## config.mk

```make
export PLATFORM = sky130hd
export DESIGN_NAME = subpfx_node_upd
export DESIGN_NICKNAME = d
export VERILOG_FILES = /design/src/rtl/subpfx_pkg.sv /design/src/rtl/subpfx_addr_gen.sv /design/src/rtl/subpfx_word_rule.sv /design/src/rtl/subpfx_node_upd.sv
export SDC_FILE = /design/constraint.sdc
export NUM_CORES = 1
export LEC_CHECK = 0
export BUFFER_PORTS_ARGS = -buffer_cell sky130_fd_sc_hd__buf_2
export CAP_MARGIN = 20
export CORE_AREA = 2 2 87 89
export DETAILED_ROUTE_END_ITERATION = 10
export DIE_AREA = 0 0 89 91
export PLACE_DENSITY = 0.74
export SYNTH_ARGS = -nofsm -noshare
export SYNTH_HDL_FRONTEND = slang
export SYNTH_SLANG_ARGS = --single-unit
```

## constraint.sdc

```tcl
create_clock -name clk -period 3.99 [get_ports clk]
set_input_delay 0.399 -clock clk [delete_from_list [all_inputs] [get_ports clk]]
set_output_delay 0.399 -clock clk [all_outputs]
set_load 0.01 [all_outputs]
```

## src/rtl/subpfx_pkg.sv

```systemverilog
package subpfx_pkg;

  typedef enum logic {
    OP_INS = 1'b0,
    OP_DEL = 1'b1
  } op_e;

  typedef enum logic [3:0] {
    ST_IDLE,
    ST_RS_RD,
    ST_RS_WR,
    ST_EX_RD,
    ST_EX_WR,
    ST_RT_RD,
    ST_RT_WR,
    ST_CC_RD,
    ST_CC_WR,
    ST_FIN
  } step_e;

endpackage

```

## src/rtl/subpfx_addr_gen.sv

```systemverilog
module subpfx_addr_gen #(
  parameter int K  = 4,
  parameter int LW = $clog2(K)
) (
  input  logic [LW-1:0] len,
  input  logic [K-2:0]  val,
  input  logic [K-1:0]  cnt,
  input  logic [LW-1:0] rlen,
  output logic [K-1:0]  rs_off,
  output logic [K-1:0]  exp_off,
  output logic [K-1:0]  rst_off,
  output logic          last
);
  localparam logic [K-1:0] K_ONE = 1;

  // leading l bits kept, rest cleared
  function automatic logic [K-1:0] keep_top(input int l);
    return ~((K_ONE << (K - l)) - K_ONE);
  endfunction

  // single 1 right after the l leading bits
  function automatic logic [K-1:0] marker(input int l);
    return K_ONE << (K - 1 - l);
  endfunction

  logic [K-1:0] base;

  always_comb begin
    base    = {1'b0, val} << (K - int'(len));
    rs_off  = base | marker(int'(len));
    exp_off = base | cnt;
    rst_off = (exp_off & keep_top(int'(rlen))) | marker(int'(rlen));
    last    = (cnt == ((K_ONE << (K - int'(len))) - K_ONE));
  end

endmodule

```

## src/rtl/subpfx_word_rule.sv

```systemverilog
module subpfx_word_rule #(
  parameter int K  = 4,
  parameter int LW = $clog2(K)
) (
  input  logic          del,
  input  logic [LW-1:0] len,
  input  logic          cur_v,
  input  logic          cur_s,
  input  logic          cur_f,
  input  logic [K-2:0]  cur_vsp,
  output logic          nxt_v,
  output logic [K-2:0]  nxt_vsp,
  output logic          take_route,
  output logic          need_rst,
  output logic [LW-1:0] rst_len,
  output logic          cc_up,
  output logic          cc_dn
);
  localparam int VL = K - 1;
  localparam logic [VL-1:0] V_ONE = 1;

  function automatic logic [VL-1:0] len_bit(input int l);
    return V_ONE << (l - 1);
  endfunction

  function automatic logic [VL-1:0] longer_bits(input int l);
    return ~((V_ONE << l) - V_ONE);
  endfunction

  logic [VL-1:0] lb, longer, shorter;

  always_comb begin
    lb         = len_bit(int'(len));
    longer     = longer_bits(int'(len));
    shorter    = lb - V_ONE;
    nxt_vsp    = del ? (cur_vsp & ~lb) : (cur_vsp | lb);
    nxt_v      = cur_v;
    take_route = 1'b0;
    need_rst   = 1'b0;
    rst_len    = '0;
    cc_up      = 1'b0;
    cc_dn      = 1'b0;
    if (!del) begin
      if (!cur_v) begin
        take_route = 1'b1;
        nxt_v      = 1'b1;
        cc_up      = cur_s;
      end else begin
        take_route = !cur_f && ((nxt_vsp & longer) == '0);
      end
    end else if (cur_v && !cur_f && ((nxt_vsp & longer) == '0)) begin
      if ((nxt_vsp & shorter) != '0) begin
        need_rst = 1'b1;
        for (int i = 0; i < VL; i++) begin
          if (nxt_vsp[i] && (i < int'(len) - 1)) rst_len = LW'(i + 1);
        end
      end else begin
        nxt_v = 1'b0;
        cc_dn = cur_s;
      end
    end
  end

endmodule

```

## src/rtl/subpfx_node_upd.sv

```systemverilog
module subpfx_node_upd
  import subpfx_pkg::*;
#(
  parameter int K      = 4,
  parameter int SEG_W  = 4,
  parameter int R_W    = 8,
  parameter int LW     = $clog2(K),
  parameter int WORD_W = 3 + (K - 1) + 2 * R_W + (K + 1)
) (
  input  logic                 clk,
  input  logic                 rst_n,
  input  logic                 start,
  input  logic                 op,
  input  logic [SEG_W-1:0]     seg,
  input  logic [LW-1:0]        sp_len,
  input  logic [K-2:0]         sp_val,
  input  logic [R_W-1:0]       route,
  output logic                 done,
  output logic                 mem_re,
  output logic                 mem_we,
  output logic [SEG_W+K-1:0]   mem_addr,
  output logic [WORD_W-1:0]    mem_wdata,
  input  logic [WORD_W-1:0]    mem_rdata
);
  localparam int CC_W  = K + 1;
  localparam int P_V   = 0;
  localparam int P_S   = 1;
  localparam int P_F   = 2;
  localparam int P_VSP = 3;
  localparam int P_R   = P_VSP + K - 1;
  localparam int P_RS  = P_R + R_W;
  localparam int P_CC  = P_RS + R_W;
  localparam logic [CC_W-1:0] CC_ONE = 1;
  localparam logic [K-1:0]    K_ONE  = 1;

  step_e              st;
  op_e                op_q;
  logic [SEG_W-1:0]   seg_q;
  logic [LW-1:0]      len_q, rlen_q;
  logic [K-2:0]       val_q;
  logic [R_W-1:0]     route_q;
  logic [K-1:0]       cnt_q;
  logic [CC_W-1:0]    delta_q;
  logic [WORD_W-1:0]  hold_q;

  logic [K-1:0]  rs_off, exp_off, rst_off;
  logic          last;
  logic          nxt_v, take_route, need_rst, cc_up, cc_dn;
  logic [K-2:0]  nxt_vsp;
  logic [LW-1:0] rst_len;
  logic [WORD_W-1:0] ex_word, rs_word, rt_word, cc_word;

  // named events for the checks
  logic ex_wr_ev, rt_wr_ev, cc_wr_ev;
  assign ex_wr_ev = (st == ST_EX_WR) && !need_rst;
  assign rt_wr_ev = (st == ST_RT_WR);
  assign cc_wr_ev = (st == ST_CC_WR);

  subpfx_addr_gen #(.K(K), .LW(LW)) u_addr (
    .len(len_q), .val(val_q), .cnt(cnt_q), .rlen(rlen_q),
    .rs_off(rs_off), .exp_off(exp_off), .rst_off(rst_off), .last(last)
  );

  subpfx_word_rule #(.K(K), .LW(LW)) u_rule (
    .del(op_q == OP_DEL), .len(len_q),
    .cur_v(mem_rdata[P_V]), .cur_s(mem_rdata[P_S]), .cur_f(mem_rdata[P_F]),
    .cur_vsp(mem_rdata[P_VSP +: K-1]),
    .nxt_v(nxt_v), .nxt_vsp(nxt_vsp), .take_route(take_route),
    .need_rst(need_rst), .rst_len(rst_len), .cc_up(cc_up), .cc_dn(cc_dn)
  );

  always_comb begin
    ex_word = mem_rdata;
    ex_word[P_V] = nxt_v;
    ex_word[P_VSP +: K-1] = nxt_vsp;
    if (take_route) ex_word[P_R +: R_W] = route_q;
    rs_word = mem_rdata;
    rs_word[P_RS +: R_W] = (op_q == OP_DEL) ? '0 : route_q;
    rt_word = hold_q;
    rt_word[P_R +: R_W] = mem_rdata[P_RS +: R_W];
    cc_word = mem_rdata;
    cc_word[P_CC +: CC_W] = mem_rdata[P_CC +: CC_W] + delta_q;
  end

  always_comb begin
    mem_re    = 1'b0;
    mem_we    = 1'b0;
    mem_addr  = '0;
    mem_wdata = '0;
    unique case (st)
      ST_RS_RD: begin mem_re = 1'b1; mem_addr = {seg_q, rs_off}; end
      ST_RS_WR: begin mem_we = 1'b1; mem_addr = {seg_q, rs_off}; mem_wdata = rs_word; end
      ST_EX_RD: begin mem_re = 1'b1; mem_addr = {seg_q, exp_off}; end
      ST_EX_WR: begin mem_we = !need_rst; mem_addr = {seg_q, exp_off}; mem_wdata = ex_word; end
      ST_RT_RD: begin mem_re = 1'b1; mem_addr = {seg_q, rst_off}; end
      ST_RT_WR: begin mem_we = 1'b1; mem_addr = {seg_q, exp_off}; mem_wdata = rt_word; end
      ST_CC_RD: begin mem_re = 1'b1; mem_addr = {seg_q, {K{1'b0}}}; end
      ST_CC_WR: begin mem_we = 1'b1; mem_addr = {seg_q, {K{1'b0}}}; mem_wdata = cc_word; end
      default: ;
    endcase
  end

  assign done = (st == ST_FIN);

  always_ff @(posedge clk) begin
    if (!rst_n) begin
      st      <= ST_IDLE;
      op_q    <= OP_INS;
      seg_q   <= '0;
      len_q   <= '0;
      rlen_q  <= '0;
      val_q   <= '0;
      route_q <= '0;
      cnt_q   <= '0;
      delta_q <= '0;
      hold_q  <= '0;
    end else begin
      unique case (st)
        ST_IDLE: if (start) begin
          op_q    <= op_e'(op);
          seg_q   <= seg;
          len_q   <= sp_len;
          val_q   <= sp_val;
          route_q <= route;
          cnt_q   <= '0;
          delta_q <= '0;
          st      <= ST_RS_RD;
        end
        ST_RS_RD: st <= ST_RS_WR;
        ST_RS_WR: st <= ST_EX_RD;
        ST_EX_RD: st <= ST_EX_WR;
        ST_EX_WR: begin
          if (need_rst) begin
            hold_q <= ex_word;
            rlen_q <= rst_len;
            st     <= ST_RT_RD;
          end else begin
            if (cc_up) delta_q <= delta_q + CC_ONE;
            else if (cc_dn) delta_q <= delta_q - CC_ONE;
            if (last) st <= ST_CC_RD;
            else begin
              cnt_q <= cnt_q + K_ONE;
              st    <= ST_EX_RD;
            end
          end
        end
        ST_RT_RD: st <= ST_RT_WR;
        ST_RT_WR: begin
          if (last) st <= ST_CC_RD;
          else begin
            cnt_q <= cnt_q + K_ONE;
            st    <= ST_EX_RD;
          end
        end
        ST_CC_RD: st <= ST_CC_WR;
        ST_CC_WR: st <= ST_FIN;
        default:  st <= ST_IDLE;
      endcase
    end
  end


  rw_excl_chk: assert property (@(posedge clk) disable iff (!rst_n)
    !(mem_re && mem_we));


  ex_same_addr_chk: assert property (@(posedge clk) disable iff (!rst_n)
    ex_wr_ev |-> mem_addr == $past(mem_addr));


  f_kept_chk: assert property (@(posedge clk) disable iff (!rst_n)
    ex_wr_ev |-> mem_wdata[P_F] == mem_rdata[P_F]);


  ins_valid_chk: assert property (@(posedge clk) disable iff (!rst_n)
    (ex_wr_ev && op_q == OP_INS) |-> mem_wdata[P_V]);


  vsp_bit_chk: assert property (@(posedge clk) disable iff (!rst_n)
    ex_wr_ev |-> mem_wdata[P_VSP + int'(len_q) - 1] == (op_q == OP_INS));


  rst_write_chk: assert property (@(posedge clk) disable iff (!rst_n)
    rt_wr_ev |-> $past(mem_re) && mem_addr[K-1:0] == exp_off);


  cc_addr_chk: assert property (@(posedge clk) disable iff (!rst_n)
    cc_wr_ev |-> mem_addr[K-1:0] == '0);


  done_pulse_chk: assert property (@(posedge clk) disable iff (!rst_n)
    done |=> !done);


  done_after_cc_chk: assert property (@(posedge clk) disable iff (!rst_n)
    done |-> $past(cc_wr_ev));

endmodule

```

=== Word level (Yosys, flattened, before mapping) ===
Cells that the tools add are included.

* Word-level logic and storage cells: 118
* Register bits: 60
* Input bits: 48

* $add $sub $neg: 13
* Reduce and logical (&&, ||, !) cells: 22
* $lt $le $gt $ge: 3
* Bitwise gates (word level): 11
* Multiplexer cells: 39
* Equal/unequal tests: 13
* Shift-type cells: 7

{| class="wikitable"
|+ Operator list
! cell !! count
|-
| $shl A1 B32 Y4 const A || 4
|-
| $pmux W27 S4 || 1
|-
| $pmux W4 S9 || 1
|-
| $lt A1 B32 Y1 const A || 1
|-
| $lt A2 B32 Y1 const A || 1
|-
| $lt A3 B32 Y1 const A || 1
|-
| $pmux W8 S4 || 1
|-
| $shl A1 B32 Y3 const A || 1
|-
| $shl A3 B32 Y4 || 1
|-
| $mux W5 || 4
|-
| $eq A4 B3 Y1 const B || 4
|-
| $mux W4 || 4
|-
| $mux W8 || 2
|-
| $mux W1 || 15
|-
| $or A4 B4 Y4 || 3
|-
| $pmux W4 S3 || 1
|-
| $mux W2 || 5
|-
| $pmux W5 S2 || 1
|-
| $and A3 B3 Y3 || 3
|-
| $mux W3 || 3
|-
| $eq A4 B2 Y1 const B || 2
|-
| $eq A4 B4 Y1 const B || 2
|-
| $sub A3 B2 Y4 const A || 2
|-
| $sub A4 B1 Y4 const B || 2
|-
| other kinds (29) || 43
|}

=== Longest topological paths before layout ===
* Depth after elaboration: 14
* Mapped depth: 11
* Depth with buffers taken out: 8

=== By module ===
From an unflattened synthesis, not the netlist that was laid out.

* Cell total of the unflattened synthesis: 488
* Area, all modules: 3803.6 µm²

{| class="wikitable"
|+ Modules (own cells, without submodules)
! module !! sequential area each (µm²) !! area an instance (µm²) !! times used !! cells each
|-
| subpfx_node_upd || 1041.0 || 3178.0 || 1 || 403
|-
| subpfx_addr_gen || 0.0 || 317.8 || 1 || 42
|-
| subpfx_word_rule || 0.0 || 307.8 || 1 || 43
|}

=== Least setup slack after synthesis ===
No wires, ideal clock.

* Kind: reg2reg
* From: register len_q[0]
* To: register cnt_q[0]
* Library setup time: 0.121 ns
* Data arrival time: 2.811 ns
* Slack: 1.059 ns
* Period minus slack after synthesis: 2.931 ns
* Buffers on the path: 3
* Cell stages (with the launch flop): 11
* Cells stage by stage: dfxtp_1 clkbuf_1 inv_1 ha_1 buf_2 xor2_1 a2111o_1 or4b_1 buf_2 nand3_2 mux2_2

* Longest elaborated chain between the ends: 12
* Elaborated cells on any way between the ends: 27
* Classes of those cells: 5 x add/sub; 2 x eq/ne; 3 x shift; 7 x mux; 6 x bitwise; 4 x reduce/logical

{| class="wikitable"
|+ Ends and longest elaborated chain
! what !! RTL line !! text
|-
| start, declared || subpfx_node_upd.sv:39 || <nowiki>logic [LW-1:0] len_q, rlen_q;</nowiki>
|-
| start signal, assigned || subpfx_node_upd.sv:122 || <nowiki>len_q <= sp_len;</nowiki>
|-
| parallel branches: the longest is 12 deep, another holds $sub A2 B1 Y3 || -- ||
|-
| end signal, assigned || subpfx_node_upd.sv:142 || <nowiki>cnt_q <= cnt_q + K_ONE;</nowiki>
|-
| end signal, assigned || subpfx_node_upd.sv:151 || <nowiki>cnt_q <= cnt_q + K_ONE;</nowiki>
|-
| end, declared || subpfx_node_upd.sv:42 || <nowiki>logic [K-1:0] cnt_q;</nowiki>
|}

Several ways; the timed one is not identified. The select of a mux whose other input is x is not followed.
A chain may end at the register's enable or synchronous reset.

=== Final worst setup path ===
* From: register len_q[0]
* To: output port mem_wdata[8]

* Longest elaborated chain between the ends: 12
* Elaborated cells on any way between the ends: 16
* Classes of those cells: 2 x add/sub; 2 x shift; 5 x mux; 5 x bitwise; 2 x reduce/logical

{| class="wikitable"
|+ Ends and longest elaborated chain
! what !! RTL line !! text
|-
| $sub A2 B1 Y3 || subpfx_word_rule.sv:23 || <nowiki>return V_ONE << (l - 1);</nowiki>
|-
| $shl A1 B32 Y3 || subpfx_word_rule.sv:23 ||
|-
| $not A3 Y3 || subpfx_word_rule.sv:36 || <nowiki>nxt_vsp = del ? (cur_vsp & ~lb) : (cur_vsp | lb);</nowiki>
|-
| $and A3 B3 Y3 || subpfx_word_rule.sv:36 ||
|-
| $mux W3 || subpfx_word_rule.sv:36 ||
|-
| $and A3 B3 Y3 * || subpfx_word_rule.sv:49 || <nowiki>take_route = !cur_f && ((nxt_vsp & longer) == '0);</nowiki>
|-
| $logic_not A3 Y1 * || subpfx_word_rule.sv:49 ||
|-
| $logic_and A1 B1 Y1 * || subpfx_word_rule.sv:49 ||
|-
| $mux W1 * || subpfx_word_rule.sv:44 || <nowiki>if (!cur_v) begin</nowiki>
|-
| $mux W1 * || subpfx_word_rule.sv:43 || <nowiki>if (!del) begin</nowiki>
|-
| $mux W8 * || subpfx_node_upd.sv:76 || <nowiki>if (take_route) ex_word[P_R +: R_W] = route_q;</nowiki>
|-
| $pmux W27 S4 * || subpfx_node_upd.sv:90 || <nowiki>unique case (st)</nowiki>
|-
| end, declared || subpfx_node_upd.sv:22 || <nowiki>output logic [WORD_W-1:0] mem_wdata,</nowiki>
|}

Every way passes the cells marked *; elsewhere a longest branch is shown, timed or not.

==> run_results.csv <==
group,metric,value,unit
sta,finClkSkew,0.00669,ns
cts,post_cts_resized,0,
cts,post_cts_buffers,0,
min_path,min_path_type,"primary input to flop",
critical_path,endpoint_kind,"output pin",
layout,final_layout_size_suffix_gt1_share,20.4,%
synth,yosysWarnings,0,
cts,cts_buffers,5,
sta,post-route-period-util,89.9,%
critical_path,cp-start-kind,"flop",
routing,vias,3412,
floorplanning,std_cell_rows,31,
sta,fmax,0.279,GHz
synth,synth_fp_nets,509,
routing,wl_per_cell,14.4,um
synth,synth.area.top_cells,"dfxtp_1 30%, nand2_1 11%, a21boi_0 7.3%",
status,outcome,"complete, no violations",
synth,synth_edf_count,0,
synth,netlist_area,3470,um2
critical_path,path_cells,"inv_1, ha_1, xor2_1, a2111o_1, a21boi_1, a22o_1, a21o_1, buf_2",
grt,grtUsageMet3,3.82,%
grt,grtUsageTotal,22.3,%
cts,cts_tree,"built",
place,dp_cells,603,
sta,grt_setup_unrepaired,"false",
routing,drt-pass1-iter-count,6,
grt,grt_max_degree,53,
routing,via_per_inst,5.59,
sta,setup_tns,0,ns
cts,cts_buffer_depth,2,
layout,nNetsFinal,576,
cts,ctsHoldBuffers,0,
critical_path,critPathArrivalTime,3.19,ns
grt,antenna_found_initial,0,
layout,area_growth,15.3,%
grt,globalRouteMet2Util,36.4,%
sta,hold_violations,0,
place,gp_congestion,0.817,
routing,wirelength,8810,um
sta,tightest_slew,1.03,ns
place,portBuffers,85,
sta,setup_viol,0,
synth,synth-seq-area-share,30.0,%
floorplanning,dieArea,8100,um2
synth,ys_seq_elements,52,
power,ir_drop,0.000110,V
sta,slew_viol_final,0,
grt,grt.busiest_layer,"met2",
critical_path,rrSetupSlack,0.62,ns
floorplanning,die_h,91,um
cts,clk_latency,0.31,ns
critical_path,slowest_stage,"a21boi_1",
layout,diodes,0,
synth,synth_cells,444,
cts,htreeDepth,2,
layout,fin_cells,610,
synth,ys_types,60,
critical_path,slowest_delay,0.61,ns
floorplanning,die_w,89,um
synth,synth_top_cell_area_share,30.0,%
synth,syn_area_per_cell,7.83,um2
floorplanning,initial_core_util,48.7,%
routing,drc_errors,0,
floorplanning,ios,86,
grt,grt-ovfl-total,0,
layout,fillers,740,
cts,cts.reportedPaths.clkPinSlew,0.09,ns
routing,antenna_left,0,
synth,synth_area_leader_cell,"dfxtp_1",
layout,ff_latch_area,1040,um2
layout,multi_input_area,2260,um2
sta,fin_crit,3.59,ns
power,power.density,274,nW/um2
critical_path,crit_type,"flop to output pin",
place,dpl.hpwl,6570,um
power,p_leak,1.92,nW
floorplanning,coreArea,7140,um2
grt,grt_pass1_wl,14700,um
critical_path,worstPathMaxFanout,13,
critical_path,required,3.59,ns
grt,met1_usage,29.3,%
routing,drt_iter0_markers,243,
synth,async_flop_share,0,%
sta,slew_headroom,30.6,%
flow_run,drv_cap,0,
synth,synthFlopType,"dfxtp_1",
grt,grt_pass1_vias,3212,
cts,cts_sinks,52,
cts,cts_root_buf,"clkbuf_8",
-- sequential cells by signal, summed over array words and instances, names as in the netlist --
signal,cells
hold_q,19
route_q,8
delta_q,5
cnt_q,4
seg_q,4
st,4
val_q,3
len_q,2
rlen_q,2
op_q,1
-- layout make-up --
type / count / area share, %
sequential: 52 / 26.0
multi-input combinational: 348 / 56.4
timing repair buffer: 87 / 11.0
clock inverter: 1 / 0.125
tap: 99 / 3.09
clock buffer: 6 / 1.81
inverter: 17 / 1.59
-- routing by layer --
metal / share of wire [%] / up-vias
met5: 0 / -
met4: 1.6 / 0
met1: 44 / 1571
li1: - / 1696
met3: 6.5 / 14
met2: 47 / 131
-- kinds of logic (layout without fill, tap and decap cells) --
logic type      Yosys count  count (layout)  synth area share, %
compound gates          128             128                 27.4
xor+xnor                 14              14                 3.96
fa+ha+maj                17              17                 6.55
buf+inv                  44             111                 5.26
flops                    52              52                 30.0
mux                      10              10                 3.02
simple gates            179             179                 23.8
-- cell usage after synthesis, types with 2 or more instances --
cell      number
a21boi_0      34
mux2_2         4
a222oi_1      11
o31ai_1        3
o311ai_0       2
dfxtp_1       52
nand2b_1       8
nor2b_1        9
clkbuf_1      19
xnor2_1        8
and3_1         6
ha_1          15
nand2_1      100
xor2_1         5
nor3_1         5
a22o_1         8
or2_1          2
a22oi_1        6
fa_1           2
nand3_1        5
mux2i_1        6
o211ai_1       2
and2_1         6
or3_1          4
a31oi_1        4
nand3b_1       2
a21o_1        14
nor2_1        23
buf_2          5
o21a_1         3
a21oi_1       15
o21ai_0       12
inv_1         17
-- cell usage in the layout (no fill, tap or decap), types with 2 or more instances in the layout --
cell type  instances
buf_4              2
xnor2_1            8
nor3_1             5
nor2b_1            9
xor2_1             5
a22oi_1            6
nand3b_1           2
nor2_1            23
clkbuf_8           5
mux2i_1            6
o21ai_0           12
ha_1              15
inv_1             17
and2_1             6
a222oi_1          11
o21a_1             3
o31ai_1            3
or2_1              2
a21oi_1           15
a22o_1             8
o311ai_0           2
a21o_1            14
o211ai_1           2
or3_1              4
a31oi_1            4
fa_1               2
nand3_1            5
dfxtp_1           52
nand2b_1           8
and3_1             6
buf_2             85
mux2_2             4
nand2_1          100
a21boi_0          34
-- worst max-delay path: cells and delay by family, from the launching register on --
family	cells	cell delay, ns
compound gates	4	1.45
buf+inv	2	0.29
xor+xnor	1	0.20
fa+ha+maj	1	0.35
flops	1	0.59
-- through the flow --
stage / area, um2 / total power (W) / setup slack [ns] / hold WS (ns) / utilization, %
floorplan: 3470 / 0.000734 / 1.06 / 0.437 / -
global route: 4010 / 0.00116 / 0.206 / 0.342 / 56.1
global placement: 3930 / 0.000816 / 0.749 / 0.449 / 55.0
finish: 4010 / 0.00110 / 0.401 / 0.332 / 56.1
detailed placement: 3930 / 0.000822 / 0.649 / 0.456 / 55.0
CTS: 4010 / 0.00110 / 0.333 / 0.332 / 56.1
-- path summary, 6_finish.rpt --
kind / from / end / cells past startpoint
worst max register to register: len_q[0]$_SDFFE_PN0P_ / cnt_q[0]$_SDFFE_PN0P_ / 7
worst max-delay path: len_q[0]$_SDFFE_PN0P_ / mem_wdata[8] / 8
worst min-delay path: sp_val[0] / val_q[0]$_SDFFE_PN0P_ / 3
worst min register to register: seg_q[3]$_SDFFE_PN0P_ / seg_q[3]$_SDFFE_PN0P_ / 2
-- power breakdown --
| part | total, W | switching (W) | internal (W) | leakage (nW) |
|---|---|---|---|---|
| Clock | 0.000286 | 0.000167 | 0.000120 | 0.0410 |
| Sequential | 0.000563 | 0.0000262 | 0.000537 | 0.422 |
| Combinational | 0.000247 | 0.000143 | 0.000104 | 1.45 |
No activity file was read; power rests on OpenSTA's default activity.
